## src/rtl/mesi_pkg.sv

```systemverilog
package mesi_pkg;

    typedef enum logic [1:0] {
        LN_INV = 2'd0,
        LN_SHR = 2'd1,
        LN_EXC = 2'd2,
        LN_MOD = 2'd3
    } line_st_e;

    typedef enum logic [1:0] {
        BC_NONE  = 2'd0,
        BC_READ  = 2'd1,
        BC_READX = 2'd2,
        BC_WBACK = 2'd3
    } bus_cmd_e;

    typedef enum logic [1:0] {
        CT_IDLE  = 2'd0,
        CT_EVICT = 2'd1,
        CT_FETCH = 2'd2
    } ctl_st_e;

    // state left behind by a snooped transaction that hits the line
    function automatic line_st_e snoop_next(input line_st_e cur, input logic is_rdx);
        line_st_e r;
        if (cur == LN_INV || is_rdx) r = LN_INV;
        else                         r = LN_SHR;
        return r;
    endfunction

    // state installed by a granted fill
    function automatic line_st_e fill_state(input logic is_wr, input logic others_hold);
        line_st_e r;
        if (is_wr)            r = LN_MOD;
        else if (others_hold) r = LN_SHR;
        else                  r = LN_EXC;
        return r;
    endfunction

endpackage

```

## src/rtl/mesi_line_store.sv

```systemverilog
module mesi_line_store
    import mesi_pkg::*;
#(
    parameter int LINES = 4,
    parameter int TAG_W = 6,
    localparam int IDX_W = $clog2(LINES)
) (
    input  logic             clk,
    input  logic             rst_n,
    // lookup for the processor side
    input  logic [IDX_W-1:0] lk_idx,
    output logic [TAG_W-1:0] lk_tag,
    output line_st_e         lk_st,
    // snoop side
    input  logic             sn_valid,
    input  logic             sn_rdx,
    input  logic [IDX_W-1:0] sn_idx,
    input  logic [TAG_W-1:0] sn_tag,
    output logic             sn_hit,
    output line_st_e         sn_st,
    // update from the request machine
    input  logic             wr_en,
    input  logic [IDX_W-1:0] wr_idx,
    input  logic [TAG_W-1:0] wr_tag,
    input  line_st_e         wr_st
);

    line_st_e         st_q  [LINES];
    logic [TAG_W-1:0] tag_q [LINES];

    assign lk_tag = tag_q[lk_idx];
    assign lk_st  = st_q[lk_idx];
    assign sn_st  = st_q[sn_idx];
    assign sn_hit = (st_q[sn_idx] != LN_INV) && (tag_q[sn_idx] == sn_tag);

    always_ff @(posedge clk) begin
        for (int i = 0; i < LINES; i++) begin
            if (!rst_n) begin
                st_q[i]  <= LN_INV;
                tag_q[i] <= '0;
            end else if (wr_en && wr_idx == IDX_W'(i)) begin
                st_q[i]  <= wr_st;
                tag_q[i] <= wr_tag;
            end else if (sn_valid && sn_hit && sn_idx == IDX_W'(i)) begin
                st_q[i]  <= snoop_next(st_q[i], sn_rdx);
            end
        end
    end

    for (genvar g = 0; g < LINES; g++) begin : g_line_chk
        // snooped read on a dirty line leaves a shared copy
        p_snoop_rd_m_to_s_r5: assert property (@(posedge clk) disable iff (!rst_n)
            (sn_valid && !sn_rdx && sn_hit && sn_idx == IDX_W'(g) && st_q[g] == LN_MOD
             && !(wr_en && wr_idx == IDX_W'(g)))
            |=> st_q[g] == LN_SHR);
        // snooped read-exclusive removes any copy
        p_snoop_rdx_to_i_r6: assert property (@(posedge clk) disable iff (!rst_n)
            (sn_valid && sn_rdx && sn_hit && sn_idx == IDX_W'(g)
             && !(wr_en && wr_idx == IDX_W'(g)))
            |=> st_q[g] == LN_INV);
    end

endmodule

```

## src/rtl/mesi_req_fsm.sv

```systemverilog
module mesi_req_fsm
    import mesi_pkg::*;
#(
    parameter int LINES = 4,
    parameter int TAG_W = 6,
    localparam int IDX_W  = $clog2(LINES),
    localparam int ADDR_W = TAG_W + IDX_W
) (
    input  logic              clk,
    input  logic              rst_n,
    input  logic              pr_valid,
    input  logic              pr_write,
    input  logic [IDX_W-1:0]  pr_idx,
    input  logic [TAG_W-1:0]  pr_tag,
    input  logic [TAG_W-1:0]  lk_tag,
    input  line_st_e          lk_st,
    input  logic              snp_valid,
    input  logic              bus_gnt,
    input  logic              bus_shared_in,
    output logic              pr_done,
    output logic              bus_req,
    output bus_cmd_e          bus_cmd,
    output logic [ADDR_W-1:0] bus_addr,
    output logic              wr_en,
    output logic [IDX_W-1:0]  wr_idx,
    output logic [TAG_W-1:0]  wr_tag,
    output line_st_e          wr_st
);

    ctl_st_e cur_q, nxt;

    logic     hit, victim_dirty, need_bus;
    line_st_e eff_st;

    assign hit          = (lk_st != LN_INV) && (lk_tag == pr_tag);
    assign eff_st       = hit ? lk_st : LN_INV;
    assign victim_dirty = !hit && (lk_st == LN_MOD);
    assign need_bus     = (eff_st == LN_INV) || (pr_write && eff_st == LN_SHR);
    assign wr_idx       = pr_idx;

    always_ff @(posedge clk) begin
        if (!rst_n) cur_q <= CT_IDLE;
        else        cur_q <= nxt;
    end

    always_comb begin
        nxt      = cur_q;
        pr_done  = 1'b0;
        bus_req  = 1'b0;
        bus_cmd  = BC_NONE;
        bus_addr = '0;
        wr_en    = 1'b0;
        wr_tag   = pr_tag;
        wr_st    = LN_INV;
        unique case (cur_q)
            CT_IDLE: begin
                if (pr_valid && !snp_valid) begin
                    if (victim_dirty) begin
                        nxt = CT_EVICT;
                    end else if (need_bus) begin
                        nxt = CT_FETCH;
                    end else begin
                        pr_done = 1'b1;
                        wr_en   = 1'b1;
                        wr_st   = pr_write ? LN_MOD : eff_st;
                    end
                end
            end
            CT_EVICT: begin
                if (!snp_valid) begin
                    if (victim_dirty) begin
                        bus_req  = 1'b1;
                        bus_cmd  = BC_WBACK;
                        bus_addr = {lk_tag, pr_idx};
                        if (bus_gnt) begin
                            wr_en  = 1'b1;
                            wr_tag = lk_tag;
                            wr_st  = LN_INV;
                            nxt    = CT_FETCH;
                        end
                    end else begin
                        nxt = CT_FETCH;
                    end
                end
            end
            CT_FETCH: begin
                if (!snp_valid) begin
                    bus_req  = 1'b1;
                    bus_cmd  = pr_write ? BC_READX : BC_READ;
                    bus_addr = {pr_tag, pr_idx};
                    if (bus_gnt) begin
                        wr_en   = 1'b1;
                        wr_st   = fill_state(pr_write, bus_shared_in);
                        pr_done = 1'b1;
                        nxt     = CT_IDLE;
                    end
                end
            end
            default: nxt = CT_IDLE;
        endcase
    end

    // no own request while another transaction is on the bus
    p_no_req_during_snoop_r10: assert property (@(posedge clk) disable iff (!rst_n)
        snp_valid |-> !bus_req);
    // a granted write-back is followed by the fill phase
    p_evict_then_fetch_r8: assert property (@(posedge clk) disable iff (!rst_n)
        (cur_q == CT_EVICT && bus_req && bus_gnt) |=> cur_q == CT_FETCH);
    // write-back only issued while a dirty victim is being removed
    p_wback_only_evict_r8: assert property (@(posedge clk) disable iff (!rst_n)
        (bus_req && bus_cmd == BC_WBACK) |-> (cur_q == CT_EVICT && lk_st == LN_MOD));
    // completion never shares a cycle with a snoop
    p_done_no_snoop_r9: assert property (@(posedge clk) disable iff (!rst_n)
        pr_done |-> !snp_valid);

endmodule

```

## src/rtl/mesi_line_ctrl.sv

```systemverilog
module mesi_line_ctrl
    import mesi_pkg::*;
#(
    parameter int LINES = 4,
    parameter int TAG_W = 6,
    localparam int IDX_W  = $clog2(LINES),
    localparam int ADDR_W = TAG_W + IDX_W
) (
    input  logic              clk,
    input  logic              rst_n,
    input  logic              pr_valid,
    input  logic              pr_write,
    input  logic [ADDR_W-1:0] pr_addr,
    output logic              pr_done,
    output logic              bus_req,
    output logic [1:0]        bus_cmd,
    output logic [ADDR_W-1:0] bus_addr,
    input  logic              bus_gnt,
    input  logic              bus_shared_in,
    input  logic              snp_valid,
    input  logic              snp_rdx,
    input  logic [ADDR_W-1:0] snp_addr,
    output logic              snp_shared,
    output logic              snp_flush
);

    logic [IDX_W-1:0] pr_idx, sn_idx, wr_idx;
    logic [TAG_W-1:0] pr_tag, sn_tag, lk_tag, wr_tag;
    line_st_e         lk_st, sn_st, wr_st;
    logic             sn_hit, wr_en;
    bus_cmd_e         cmd_e;

    assign pr_idx = pr_addr[IDX_W-1:0];
    assign pr_tag = pr_addr[ADDR_W-1:IDX_W];
    assign sn_idx = snp_addr[IDX_W-1:0];
    assign sn_tag = snp_addr[ADDR_W-1:IDX_W];

    mesi_line_store #(.LINES(LINES), .TAG_W(TAG_W)) u_store (
        .clk      (clk),
        .rst_n    (rst_n),
        .lk_idx   (pr_idx),
        .lk_tag   (lk_tag),
        .lk_st    (lk_st),
        .sn_valid (snp_valid),
        .sn_rdx   (snp_rdx),
        .sn_idx   (sn_idx),
        .sn_tag   (sn_tag),
        .sn_hit   (sn_hit),
        .sn_st    (sn_st),
        .wr_en    (wr_en),
        .wr_idx   (wr_idx),
        .wr_tag   (wr_tag),
        .wr_st    (wr_st)
    );

    mesi_req_fsm #(.LINES(LINES), .TAG_W(TAG_W)) u_fsm (
        .clk           (clk),
        .rst_n         (rst_n),
        .pr_valid      (pr_valid),
        .pr_write      (pr_write),
        .pr_idx        (pr_idx),
        .pr_tag        (pr_tag),
        .lk_tag        (lk_tag),
        .lk_st         (lk_st),
        .snp_valid     (snp_valid),
        .bus_gnt       (bus_gnt),
        .bus_shared_in (bus_shared_in),
        .pr_done       (pr_done),
        .bus_req       (bus_req),
        .bus_cmd       (cmd_e),
        .bus_addr      (bus_addr),
        .wr_en         (wr_en),
        .wr_idx        (wr_idx),
        .wr_tag        (wr_tag),
        .wr_st         (wr_st)
    );

    assign bus_cmd    = cmd_e;
    assign snp_shared = snp_valid && !snp_rdx && sn_hit;
    assign snp_flush  = snp_valid && sn_hit && (sn_st == LN_MOD);

    // shared answer only on a snooped read
    p_shared_reply_r7: assert property (@(posedge clk) disable iff (!rst_n)
        snp_shared |-> (snp_valid && !snp_rdx));
    // idle bus command whenever no request is raised
    p_cmd_idle_r10: assert property (@(posedge clk) disable iff (!rst_n)
        !bus_req |-> bus_cmd == 2'd0);

endmodule

```

## config.mk

```make
export PLATFORM = sky130hd
export DESIGN_NAME = mesi_line_ctrl
export DESIGN_NICKNAME = d
export VERILOG_FILES = /design/src/rtl/mesi_pkg.sv /design/src/rtl/mesi_line_store.sv /design/src/rtl/mesi_req_fsm.sv /design/src/rtl/mesi_line_ctrl.sv
export SDC_FILE = /design/constraint.sdc
export NUM_CORES = 1
export LEC_CHECK = 0
export BUFFER_PORTS_ARGS = -buffer_cell sky130_fd_sc_hd__buf_2
export CAP_MARGIN = 20
export CORE_ASPECT_RATIO = 0.6
export CORE_MARGIN = 3
export CORE_UTILIZATION = 35
export DETAILED_ROUTE_END_ITERATION = 6
export PLACE_DENSITY = 0.54
export RECOVER_POWER = 100
export SLEW_MARGIN = 20
export SYNTH_ARGS = -nofsm -noshare
export SYNTH_HDL_FRONTEND = slang
export SYNTH_HIERARCHICAL = 1
export SYNTH_SLANG_ARGS = --single-unit
```

## constraint.sdc

```tcl
create_clock -name clk -period 5.3 [get_ports clk]
set_clock_uncertainty 0.05 [all_clocks]
set_input_delay 1.06 -clock clk [delete_from_list [all_inputs] [get_ports clk]]
set_output_delay 1.06 -clock clk [all_outputs]
set_load 0.01 [all_outputs]
```

# Yosys cells after proc, flatten, opt, wreduce, memory -nomap -nowiden
# Memory sizes are Yosys's and may differ from the RTL's.
# Index checks and enable logic that the tools add are counted.
# op_classes
n_eq_ne,19
muxes,102
n_reduce_logical,36
bitwise,12
# ops
op,count
$mux W2,41
$mux W6,8
$mux W1,43
$mux W8,3
$logic_and A1 B1 Y1,17
$logic_not A2 Y1,8
$pmux W8 S2,1
$eq A2 B2 Y1 const B,7
$eq A6 B6 Y1,2
$or A1 B1 Y1,12
$eq A2 B1 Y1 const B,4
$pmux W2 S2,2
$ne A2 B2 Y1 const B,3
$pmux W2 S3,1
$reduce_and A6 Y1,1
$logic_or A1 B1 Y1,5
$pmux W1 S2,2
$reduce_bool A2 Y1,2
$logic_not A1 Y1,3
$ne A3 B1 Y1 const B,1
$ne A3 B3 Y1 const B,1
$pmux W1 S3,1
$ne A2 B1 Y1 const B,1
# word_totals
out_inout_bits,14
mem_count,2
inputBits,24
wordCells,172
ff_bits,2
ram_bits,32
# mem_list
memory,words,word_bits,read_ports,rd_ports_with_merged_regs,wr,line_no,rtl
u_store.tag_q,4,6,2,0,4,mesi_line_store.sv:29,logic [TAG_W-1:0] tag_q [LINES];
u_store.st_q,4,2,6,0,4,mesi_line_store.sv:28,line_st_e st_q [LINES];

# Depth between registers and ports, before layout
# Gate-level depths: netlist of run 1.
# An unclocked memory read counts as a cell.
# depth
ltp_word,17
depth_mapped,12
mapped_depth_nobuf,10

# Cells and area by module
# The synthesis of run 1 kept the hierarchy.
# modules_own_cells
module,instances,cells_per_inst,seq_area_each_um2,area_each_um2
mesi_line_store,1,140,960.9,1900.6
mesi_req_fsm,1,87,40.0,623.1
mesi_line_ctrl,1,2,0.0,17.5

# Worst setup path after synthesis of run 1
# Ideal clock, no wire load.
# synth_timing
kind,input to output
startpoint,input pr_addr[0]
endpoint,output bus_addr[0]
setup_slack_ns,0.957
t_arrival_ns,3.233
required_ns,4.190
path_stages,8
n_path_buf,2
cell_sequence,clkbuf_1 mux4_2 xnor2_1 nand4_2 o2111a_1 buf_6 o21a_1 and2_1
# synth_between
elab_chain_len,8
elab_cells_between_ends,12
cone_classes,eq/ne: 2; mux: 4; reduce/logical: 4; memory: 2
# synth_rtl
element,line_no,rtl
from (decl),mesi_line_ctrl.sv:13,"input logic [ADDR_W-1:0] pr_addr,"
$mem_v2 Z4 W6,--,
named net lk_tag[0],mesi_line_ctrl.sv:28,"logic [TAG_W-1:0] pr_tag, sn_tag, lk_tag, wr_tag;"
$eq A6 B6 Y1,mesi_req_fsm.sv:35,assign hit = (lk_st != LN_INV) && (lk_tag == pr_tag);
$logic_and A1 B1 Y1,mesi_req_fsm.sv:35,
$logic_not A1 Y1,mesi_req_fsm.sv:37,assign victim_dirty = !hit && (lk_st == LN_MOD);
$logic_and A1 B1 Y1,mesi_req_fsm.sv:37,
$mux W8,mesi_req_fsm.sv:71,if (victim_dirty) begin
$mux W8,mesi_req_fsm.sv:70,if (!snp_valid) begin
$pmux W8 S2,mesi_req_fsm.sv:55,unique case (cur_q)
to (decl),mesi_line_ctrl.sv:17,"output logic [ADDR_W-1:0] bus_addr,"
# The timed path passes the listed nets, and every way through them passes these cells.

# Final worst setup path of run 1
# layout_timing
startpoint,input snp_addr[0]
endpoint,output snp_flush
# layout_between
elab_chain_len,5
elab_cells_between_ends,8
cone_classes,eq/ne: 2; reduce/logical: 4; memory: 2
# layout_rtl
element,line_no,rtl
from (decl),mesi_line_ctrl.sv:22,"input logic [ADDR_W-1:0] snp_addr,"
$mem_v2 Z4 W6 or $mem_v2 Z4 W2 (tied branches),--,
$eq A6 B6 Y1 or $reduce_bool A2 Y1 (tied branches),mesi_line_store.sv:34,assign sn_hit = (st_q[sn_idx] != LN_INV) && (tag_q[sn_idx] == sn_tag);
$logic_and A1 B1 Y1 (*),mesi_line_store.sv:34,
named net sn_hit,mesi_line_ctrl.sv:30,"logic sn_hit, wr_en;"
$logic_and A1 B1 Y1 (*) (2 in series),mesi_line_ctrl.sv:80,assign snp_flush = snp_valid && sn_hit && (sn_st == LN_MOD);
to (decl),mesi_line_ctrl.sv:24,output logic snp_flush
# The timed path passes the listed nets; every way through them passes the cells marked *.

==> results of run 1 <==
power groups by stage:
stage | sequential, mW | combinational (mW) | clock [mW]
3_3_place_gp | 0.321 | 0.150 | 0
6_report | 0.315 | 0.149 | 0.284
4_1_cts | 0.314 | 0.150 | 0.289
5_1_grt | 0.316 | 0.163 | 0.302
2_1_floorplan | 0.316 | 0.104 | 0
3_5_place_dp | 0.320 | 0.149 | 0
kinds of logic after synthesis:
logic type,count (synthesis),share of synthesized area
simple gates,91,0.205
flops,34,0.394
compound gates,43,0.119
buf+inv,19,0.0379
mux,24,0.171
fa+ha+maj,4,0.0197
xor+xnor,14,0.0542
synth_stat cells (4+ instances only):
cell and number:
mux2_2 6, edfxtp_1 32, a22oi_1 6, inv_1 8, nand2_1 12, ha_1 4
a21oi_1 6, xnor2_1 10, nor2_1 15, mux2i_1 4, nand2b_1 7, o21ai_0 14
and2_1 33, mux4_2 11, nor2b_1 6
worst reg2reg max path, stage by stage, from the launching register on:
cell and delay (ns):
edfxtp_1 0.42, mux4_2 0.54, xnor2_1 0.20, nand4_1 0.21
o2111a_1 0.44, nand2_1 0.34, a21oi_1 0.15, nand2_1 0.14
o21ai_0 0.09, clkbuf_1 0.30, or4_1 0.54, o21ai_0 0.22
layer usage:
layer / share of wire / GRT usage
met3: 0.081 / 0.0525
met1: 0.50 / 0.301
met4: 0.010 / 0.0399
met5: 0 / 0
met2: 0.40 / 0.261
final timing paths:
check	end	slack, ns	cells past startpoint
min reg2reg	u_fsm/cur_q[1]	0.53	2
max	snp_flush	0.66	7
max reg2reg	u_store/st_q[2][0]	1.47	11
min	u_fsm/cur_q[1]	0.53	2
final cells by class:
cell class,instances,area share
clock buffers,6,0.0446
clock inverters,2,0.00476
inverters,8,0.0104
multi-input cells,176,0.493
flip-flops and latches,34,0.346
well taps,87,0.0376
repair buffers,41,0.0636
sequential cells by signal, indices dropped and copies added, names as in the netlist:
name           flops
u_fsm/cur_q        2
u_store/st_q       8
u_store/tag_q     24
==> results.json, run 1 <==
{
  "result_of_the_run": "finished, final reports clean",
  "period_minus_slack_ns": 4.64,
  "cts.repair_timing.setup_buffer_count": 0,
  "diodes": 0,
  "via_count": 2033,
  "postSynthCellCount": 229,
  "pre_cts_slack_ns": 0.803,
  "ys_dominant_reg_cell": "edfxtp_1",
  "place_area_sq_mm": 0.00280,
  "power.share.clock": 0.380,
  "coreArea_sq_mm": 0.00685,
  "antenna_found_initial": 0,
  "ys_seq_elements": 34,
  "p_switching_mw": 0.210,
  "end_kind": "primary output",
  "unrepaired_setup_endpoints_after_global_routing": "no",
  "ys.warnings.count": 6,
  "irDropWorstVdd_mv": 0.109,
  "cts.reportedPaths.clkPinSlew_ns": 0.05,
  "final_cell_mix": "32 x edfxtp_1, 24 x buf_2, 24 x and2_0",
  "post_drt_via_cell_ratio": 5.74,
  "gp_congestion": 0.898,
  "final-seq-area_sq_mm": 0.00100,
  "hold_path_class": "register to register",
  "nFillCells": 685,
  "clk-insertion-delay-late_ns": 0.28,
  "detailed_place_hpwl_mm": 5.68,
  "timing.final.ws_setup_ns": 0.656,
  "dpl.cell_count": 346,
  "rr_startpoint": "u_store/tag_q[3][1]",
  "sw_frac_of_total": 0.280,
  "post-route-drc-count": 0,
  "highest_net_fanout_along_the_worst_path": 15,
  "cp_cell_sequence": "clkbuf_1 -> mux4_1 -> xnor2_1 -> o211ai_1 -> nor2_1 -> and4_1 -> buf_2",
  "critPathSlowestCell": "mux4_1",
  "post-synth-top-area-fraction": 0.378,
  "port_buffers": 37,
  "async_reset_ff_frac": 0,
  "cts_buffer_depth": 2,
  "mostFrequentLayoutCell": "edfxtp_1",
  "data_arrival_time_of_the_critical_path_ns": 3.53,
  "fin_util": 0.422,
  "grtUsageTotal": 0.191,
  "rows": 23,
  "critPathBufInv": 2,
  "drv_cap": 0,
  "total_power_mw": 0.748,
  "clock_sinks": 34,
  "die_y_microns": 72,
  "worst_path_dominant_cell_family": "buffers and inverters",
  "drt_iter0_drc": 176,
  "setup-tns-final_ns": 0,
  "io_pins": 38,
  "numCtsBuffers": 5,
  "setup_viol_count_final": 0,
  "power.sequential.fraction": 0.421,
  "h-tree-depth": 2,
  "criticalPathCategory": "input pin to primary output",
  "antenna_violating_nets_post_route": 0,
  "clock_tree.root_cell": "clkbuf_16",
  "drive_above_1_share": 0.191,
  "postLayoutCellArea_sq_mm": 0.00289,
  "synthToLayoutAreaGrowth_pct": 13.8,
  "die_footprint_sq_mm": 0.00835,
  "combPwrFrac": 0.199,
  "wl_per_cell_microns": 21.3,
  "worst_hold_startpoint": "u_fsm/cur_q[1]",
  "ys_types": 49,
  "grt_first_pass_wirelength_mm": 11.7,
  "design.final.nets": 294,
  "initial_core_util": 0.371,
  "tritoncts": "done",
  "syn-cell-area_sq_mm": 0.00254,
  "synth_edf_count": 32,
  "finalHoldViolCount": 0,
  "multi_input_area_sq_mm": 0.00143,
  "finalNonFillerCells": 354,
  "biggest_area_consumer_among_synthesized_cells": "edfxtp_1",
  "sequential_share_of_the_synthesized_area": 0.394,
  "synth_nets": 257,
  "drtPass1Iterations": 5,
  "start_kind": "input pin",
  "timing.critical_path.slowest_cell_delay_ns": 0.71,
  "routed_wl_mm": 7.55,
  "cellInternalPower_mw": 0.538,
  "timing.slew.headroom": 0.387,
  "die_width_microns": 116,
  "final_worst_path_cycle_share": 0.876,
  "vias_in_the_first_global_route": 2002,
  "grt_max_degree": 17,
  "cellLeakagePower_nw": 1.02,
  "worst_pin_slew_ns": 0.919,
  "grt_overflow_total": 0,
  "power_per_unit_of_standard_cell_area_mw_per_mm2": 259,
  "fmaxAchievable_mhz": 215,
  "synthTopCellsByArea": "edfxtp_1 38%, mux4_2 9.7%, and2_1 8.1%",
  "worst-endpoint-required_ns": 4.19,
  "worstSetupStartpoint": "snp_addr[0]",
  "slew_viol_final": 0,
  "postCtsHoldBufs": 0,
  "syn-mean-instance-area_sq_um": 11.1,
  "hold-worst-slack_ns": 0.532,
  "cts_repair_resize_count": 0
}
Note: power is estimated with default switching activity, not from simulation.
==> run 2, diff against run 1 <==
==> constraint.sdc (replaced) <==
create_clock -name clk -period 5.3 [get_ports clk]
set_clock_uncertainty 0.05 [all_clocks]
set_input_delay 0 -clock clk [delete_from_list [all_inputs] [get_ports clk]]
set_output_delay 0 -clock clk [all_outputs]
set_load 0.01 [all_outputs]
==> run 2 against run 1 <==
Net effect:
- fmax grew 22%
- hold slack worse by 0.50 ns
- via count down 1.1%
- highest routed layer unchanged
- critical endpoint is now u_store/st_q[3][0]
- design area down 0.13%
- non-clock buffer count unchanged
- power shrank 1.7%
- setup slack better by 0.83 ns
- sequential share of layout area hardly changed
- global-route usage fell by 0.84 points
- register-to-register slack improved by 0.02 ns
- largest cell class unchanged
==> results.json, run 2 (synthesis results as in run 1) <==
{
  "result_of_the_run": "finished, final reports clean",
  "io_pins": 38,
  "gp_congestion": 0.928,
  "fmaxAchievable_mhz": 262,
  "design.final.nets": 294,
  "timing.slew.headroom": 0.468,
  "cts.repair_timing.setup_buffer_count": 0,
  "finalHoldViolCount": 0,
  "worst_hold_startpoint": "rst_n",
  "detailed_place_hpwl_mm": 5.62,
  "power_per_unit_of_standard_cell_area_mw_per_mm2": 255,
  "vias_in_the_first_global_route": 1916,
  "hold_depth": 3,
  "die_width_microns": 116,
  "total_power_mw": 0.736,
  "cellInternalPower_mw": 0.534,
  "antenna_violating_nets_post_route": 0,
  "wl_per_cell_microns": 20.2,
  "rr_startpoint": "u_store/tag_q[3][1]",
  "period_minus_slack_ns": 3.81,
  "diodes": 0,
  "p_switching_mw": 0.202,
  "worst_pin_slew_ns": 0.795,
  "nFillCells": 671,
  "number_of_cells_on_the_worst_reg_to_reg_path": 11,
  "combPwrFrac": 0.203,
  "die_y_microns": 72,
  "dr_wl_met2_mm": 2.74,
  "routed_wl_mm": 7.16,
  "drt_iter0_drc": 183,
  "grtUsageTotal": 0.183,
  "slew_viol_final": 0,
  "grt_overflow_total": 0,
  "cts_repair_resize_count": 0,
  "postCtsHoldBufs": 0,
  "numCtsBuffers": 5,
  "via_count": 2010,
  "final_worst_path_cycle_share": 0.719,
  "final_cell_mix": "32 x edfxtp_1, 26 x buf_2, 24 x and2_0",
  "mostFrequentLayoutCell": "edfxtp_1",
  "clock_tree.root_cell": "clkbuf_16",
  "unrepaired_setup_endpoints_after_global_routing": "no",
  "worst_r2r_endpoint": "u_store/st_q[3][0]",
  "die_footprint_sq_mm": 0.00835,
  "data_arrival_time_of_the_critical_path_ns": 3.75,
  "met1Wirelength_mm": 3.88,
  "post-route-drc-count": 0,
  "rows": 23,
  "pre_cts_slack_ns": 1.85,
  "setup_viol_count_final": 0,
  "antenna_found_initial": 0,
  "coreArea_sq_mm": 0.00685,
  "tritoncts": "done",
  "largestRegisters": "u_store/tag_q (24), u_store/st_q (8), u_fsm/cur_q (2)",
  "hold_path_class": "input pin to register",
  "end_kind": "register",
  "worst-endpoint-required_ns": 5.24,
  "place_area_sq_mm": 0.00280,
  "route.met3.wl_microns": 511,
  "clock_sinks": 34,
  "cts.reportedPaths.clkPinSlew_ns": 0.06,
  "drive_above_1_share": 0.191,
  "postLayoutCellArea_sq_mm": 0.00289,
  "cts_buffer_depth": 2,
  "highest_net_fanout_along_the_worst_path": 10,
  "criticalPathCategory": "register to register",
  "maxUsedRoutingLayer": "met4",
  "initial_core_util": 0.371,
  "grt_first_pass_wirelength_mm": 11.3,
  "start_kind": "register",
  "hold_path_endpoint": "u_fsm/cur_q[1]",
  "largest-register": "u_store/tag_q",
  "drv_cap": 0,
  "setup.reg_to_reg.worst_slack_ns": 1.49,
  "irDropWorstVdd_mv": 0.102,
  "setup-tns-final_ns": 0,
  "synthToLayoutAreaGrowth_pct": 13.6,
  "clk-insertion-delay-late_ns": 0.27,
  "h-tree-depth": 2,
  "timing.final.ws_setup_ns": 1.49,
  "largest_reg_flops": 24,
  "grt_max_degree": 17,
  "power.sequential.fraction": 0.427,
  "cellLeakagePower_nw": 1.02,
  "post_drt_via_cell_ratio": 5.68,
  "port_buffers": 37,
  "power.share.clock": 0.370,
  "sw_frac_of_total": 0.275,
  "drtPass1Iterations": 4
}
==> run 2: changes by cell type in the layout (fill, tap and decap cells not counted), sizes merged <==
cell and delta:
buf +2, clkbuf -3, clkinv +1
==> run 2: worst max-delay path by stage <==
| stage | to | startpoint | depth (start not counted) | slack, ns |
|---|---|---|---|---|
| 2_1_floorplan | u_store/st_q[0][0] | pr_addr[0] | 12 | 2.10 |
| 3_3_place_gp | u_store/st_q[1][1] | pr_addr[0] | 12 | 1.95 |
| 3_5_place_dp | u_store/st_q[1][1] | pr_addr[0] | 12 | 1.85 |
| 4_1_cts | u_store/st_q[1][1] | u_store/tag_q[3][1] | 11 | 1.87 |
| 5_1_grt | u_store/st_q[3][1] | u_store/tag_q[3][1] | 11 | 1.16 |
| 6_report | u_store/st_q[3][0] | u_store/tag_q[3][1] | 11 | 1.49 |
==> run 2: cell type report <==
cell class | count | area [sq um] | area share
repair buffers | 41 | 186 | 0.0646
well taps | 87 | 109 | 0.0377
clock inverters | 3 | 11.3 | 0.00390
clock buffers | 5 | 125 | 0.0433
flip-flops and latches | 34 | 1000 | 0.347
multi-input cells | 176 | 1430 | 0.494
inverters | 8 | 30.0 | 0.0104
==> run 2: routing by layer <==
metal	GRT usage	up-vias
met2	0.229	79
li1	-	932
met1	0.314	997
met4	0.0309	0
met3	0.0383	2
met5	0	-
==> run 2: per-stage QoR <==
stage | utilization | std cells | hold slack (ns)
finish | 0.422 | 354 | 0.0359
floorplan | - | 229 | 0.0944
CTS | 0.429 | 354 | 0.0366
global placement | 0.409 | 346 | 0.326
global route | 0.422 | 354 | 0.0651
detailed placement | 0.409 | 346 | 0.319
==> run 2: power groups by stage <==
stage	registers, mW	clock network, mW	logic, mW
3_5_place_dp	0.320	0	0.150
6_report	0.314	0.272	0.149
3_3_place_gp	0.319	0	0.152
4_1_cts	0.314	0.277	0.151
2_1_floorplan	0.316	0	0.104
5_1_grt	0.316	0.291	0.162
==> run 2: worst max-delay path, stage by stage, from the launching register on <==
cell and delay (ns):
edfxtp_1 0.41, mux4_2 0.55, xnor2_1 0.16, nand4_1 0.19
o2111a_1 0.45, nand2_1 0.28, a21oi_1 0.26, nand2_1 0.12
o21ai_0 0.27, clkbuf_1 0.51, or3_1 0.19, o21ai_0 0.08
==> run 3, diff against run 2 <==
clock period = 3.6 ns   (was 5.3 ns; I/O delays follow)
==> run 3 against run 2 <==
Net effect:
- combinational power is 50% higher
- hold slack worse by 0.0047 ns
- clock power is 100% higher
- final cell count is 2.0% higher
- register-to-register slack worse by 1.2 ns
- die area stayed put
- setup slack worse by 1.2 ns
- flip-flop and latch count stayed put
- global-route usage is 0.51 points lower
==> results.json, run 3 (synthesis results as in run 1) <==
{
  "rows": 23,
  "port_buffers": 37,
  "criticalPathCategory": "register to register",
  "cp_cell_sequence": "mux4_2 -> xnor2_1 -> nand4_2 -> o2111a_1 -> nand2_4 -> a21oi_1 -> nand2b_1 -> o21ai_0 -> clkbuf_1 -> o21bai_1",
  "start_kind": "register",
  "design.final.nets": 301,
  "worst_path_dominant_cell_family": "compound AO/OA/AOI/OAI gates",
  "tritoncts": "done",
  "end_kind": "register",
  "drv_cap": 0,
  "synthToLayoutAreaGrowth_pct": 17.5,
  "postCtsHoldBufs": 0,
  "fmaxAchievable_mhz": 300,
  "worst_pin_slew_ns": 0.756,
  "hold-worst-slack_ns": 0.0312,
  "grtUsageTotal": 0.178,
  "gp_congestion": 0.821,
  "clk-insertion-delay-late_ns": 0.28,
  "clock_sinks": 34,
  "period_minus_slack_ns": 3.34,
  "cellLeakagePower_nw": 1.08,
  "h-tree-depth": 2,
  "nFillCells": 665,
  "highest_net_fanout_along_the_worst_path": 10,
  "post-route-drc-count": 0,
  "data_arrival_time_of_the_critical_path_ns": 3.25,
  "antenna_violating_nets_post_route": 0,
  "grt_max_degree": 17,
  "cts.repair_timing.setup_buffer_count": 0,
  "irDropWorstVdd_mv": 0.200,
  "slew_viol_final": 0,
  "setup_viol_count_final": 0,
  "setup-tns-final_ns": 0,
  "die_y_microns": 72,
  "mostFrequentLayoutCell": "edfxtp_1",
  "diodes": 0,
  "via_count": 2050,
  "largestRegisters": "u_store/tag_q (24), u_store/st_q (8), u_fsm/cur_q (2)",
  "power_per_unit_of_standard_cell_area_mw_per_mm2": 414,
  "multi_input_area_sq_mm": 0.00144,
  "cts.reportedPaths.clkPinSlew_ns": 0.05,
  "finalHoldViolCount": 0,
  "cts_repair_resize_count": 0,
  "final-seq-area_sq_mm": 0.00100,
  "fin_util": 0.436,
  "coreArea_sq_mm": 0.00685,
  "final_cell_mix": "32 x edfxtp_1, 24 x buf_2, 21 x clkbuf_1, 21 x and2_1",
  "io_pins": 38,
  "worst-endpoint-required_ns": 3.51,
  "largest_reg_flops": 24,
  "hold_path_class": "input pin to register",
  "critPathBufInv": 1,
  "drt_iter0_drc": 159,
  "result_of_the_run": "finished, final reports clean",
  "detailed_place_hpwl_mm": 5.70,
  "antenna_found_initial": 0,
  "critPathSlowestCell": "mux4_2",
  "timing.critical_path.slowest_cell_delay_ns": 0.54,
  "finalNonFillerCells": 361,
  "grt_first_pass_wirelength_mm": 11.0,
  "unrepaired_setup_endpoints_after_global_routing": "no",
  "grt_overflow_total": 0,
  "die_footprint_sq_mm": 0.00835,
  "wl_per_cell_microns": 19.7,
  "initial_core_util": 0.371,
  "vias_in_the_first_global_route": 1843,
  "numCtsBuffers": 5,
  "cts_buffer_depth": 2,
  "clock_tree.root_cell": "clkbuf_16",
  "final_worst_path_cycle_share": 0.927,
  "timing.slew.headroom": 0.494,
  "post_drt_via_cell_ratio": 5.68,
  "largest-register": "u_store/tag_q",
  "drive_above_1_share": 0.204,
  "routed_wl_mm": 7.12,
  "die_width_microns": 116,
  "dpl.cell_count": 353,
  "drtPass1Iterations": 4
}
==> run 3: cell count changes in the layout (fill, tap and decap cells not counted), moves of 2 or more <==
cell,delta
clkinv_1,-2
clkbuf_1,+6
and2_1,+12
buf_4,+2
bufinv_16,+2
buf_2,-2
and2_0,-12
==> run 3: stage by stage <==
stage	area (sq um)	power (mW)	setup WS, ns
2_1_floorplan	2540	0.618	0.397
4_1_cts	3040	1.24	0.319
3_5_place_dp	2850	0.695	0.275
6_report	2990	1.24	0.264
3_3_place_gp	2850	0.695	0.333
5_1_grt	2990	1.28	0.0387
==> run 3: final timing paths <==
path / end / cells after the start / start / slack (ns)
max: u_store/st_q[0][0] / 10 / u_store/tag_q[2][1] / 0.26
min: u_fsm/cur_q[0] / 3 / rst_n / 0.03
max reg2reg: u_store/st_q[0][0] / 10 / u_store/tag_q[2][1] / 0.26
min reg2reg: u_fsm/cur_q[1] / 2 / u_fsm/cur_q[1] / 0.51
==> run 3: layout make-up <==
| cell class | instances | share of cell area |
|---|---|---|
| multi-input combinational | 176 | 0.482 |
| sequential | 34 | 0.335 |
| timing repair buffer | 48 | 0.0733 |
| clock buffer | 5 | 0.0419 |
| tap | 87 | 0.0364 |
| clock inverter | 3 | 0.0214 |
| inverter | 8 | 0.0101 |
==> run 3: where the power goes <==
group / leakage (nW) / switching, mW / internal (mW)
combinational: 0.645 / 0.133 / 0.0899
clock: 0.0915 / 0.157 / 0.394
sequential: 0.347 / 0.0123 / 0.450
==> run 3: tightest hold or removal path, delay by kind of cell <==
| kind | cells | cell delay (ns) |
|---|---|---|
| compound gates | 1 | 0.05 |
| buf+inv | 1 | 0.16 |
| simple gates | 1 | 0.10 |
==> run 3: metal layers <==
| layer | GRT usage | wire length (microns) | vias up |
|---|---|---|---|
| li1 | - | - | 948 |
| met1 | 0.288 | 3520 | 1011 |
| met2 | 0.239 | 2910 | 87 |
| met3 | 0.0475 | 673 | 4 |
| met4 | 0.0257 | 23 | 0 |
| met5 | 0 | 0 | - |
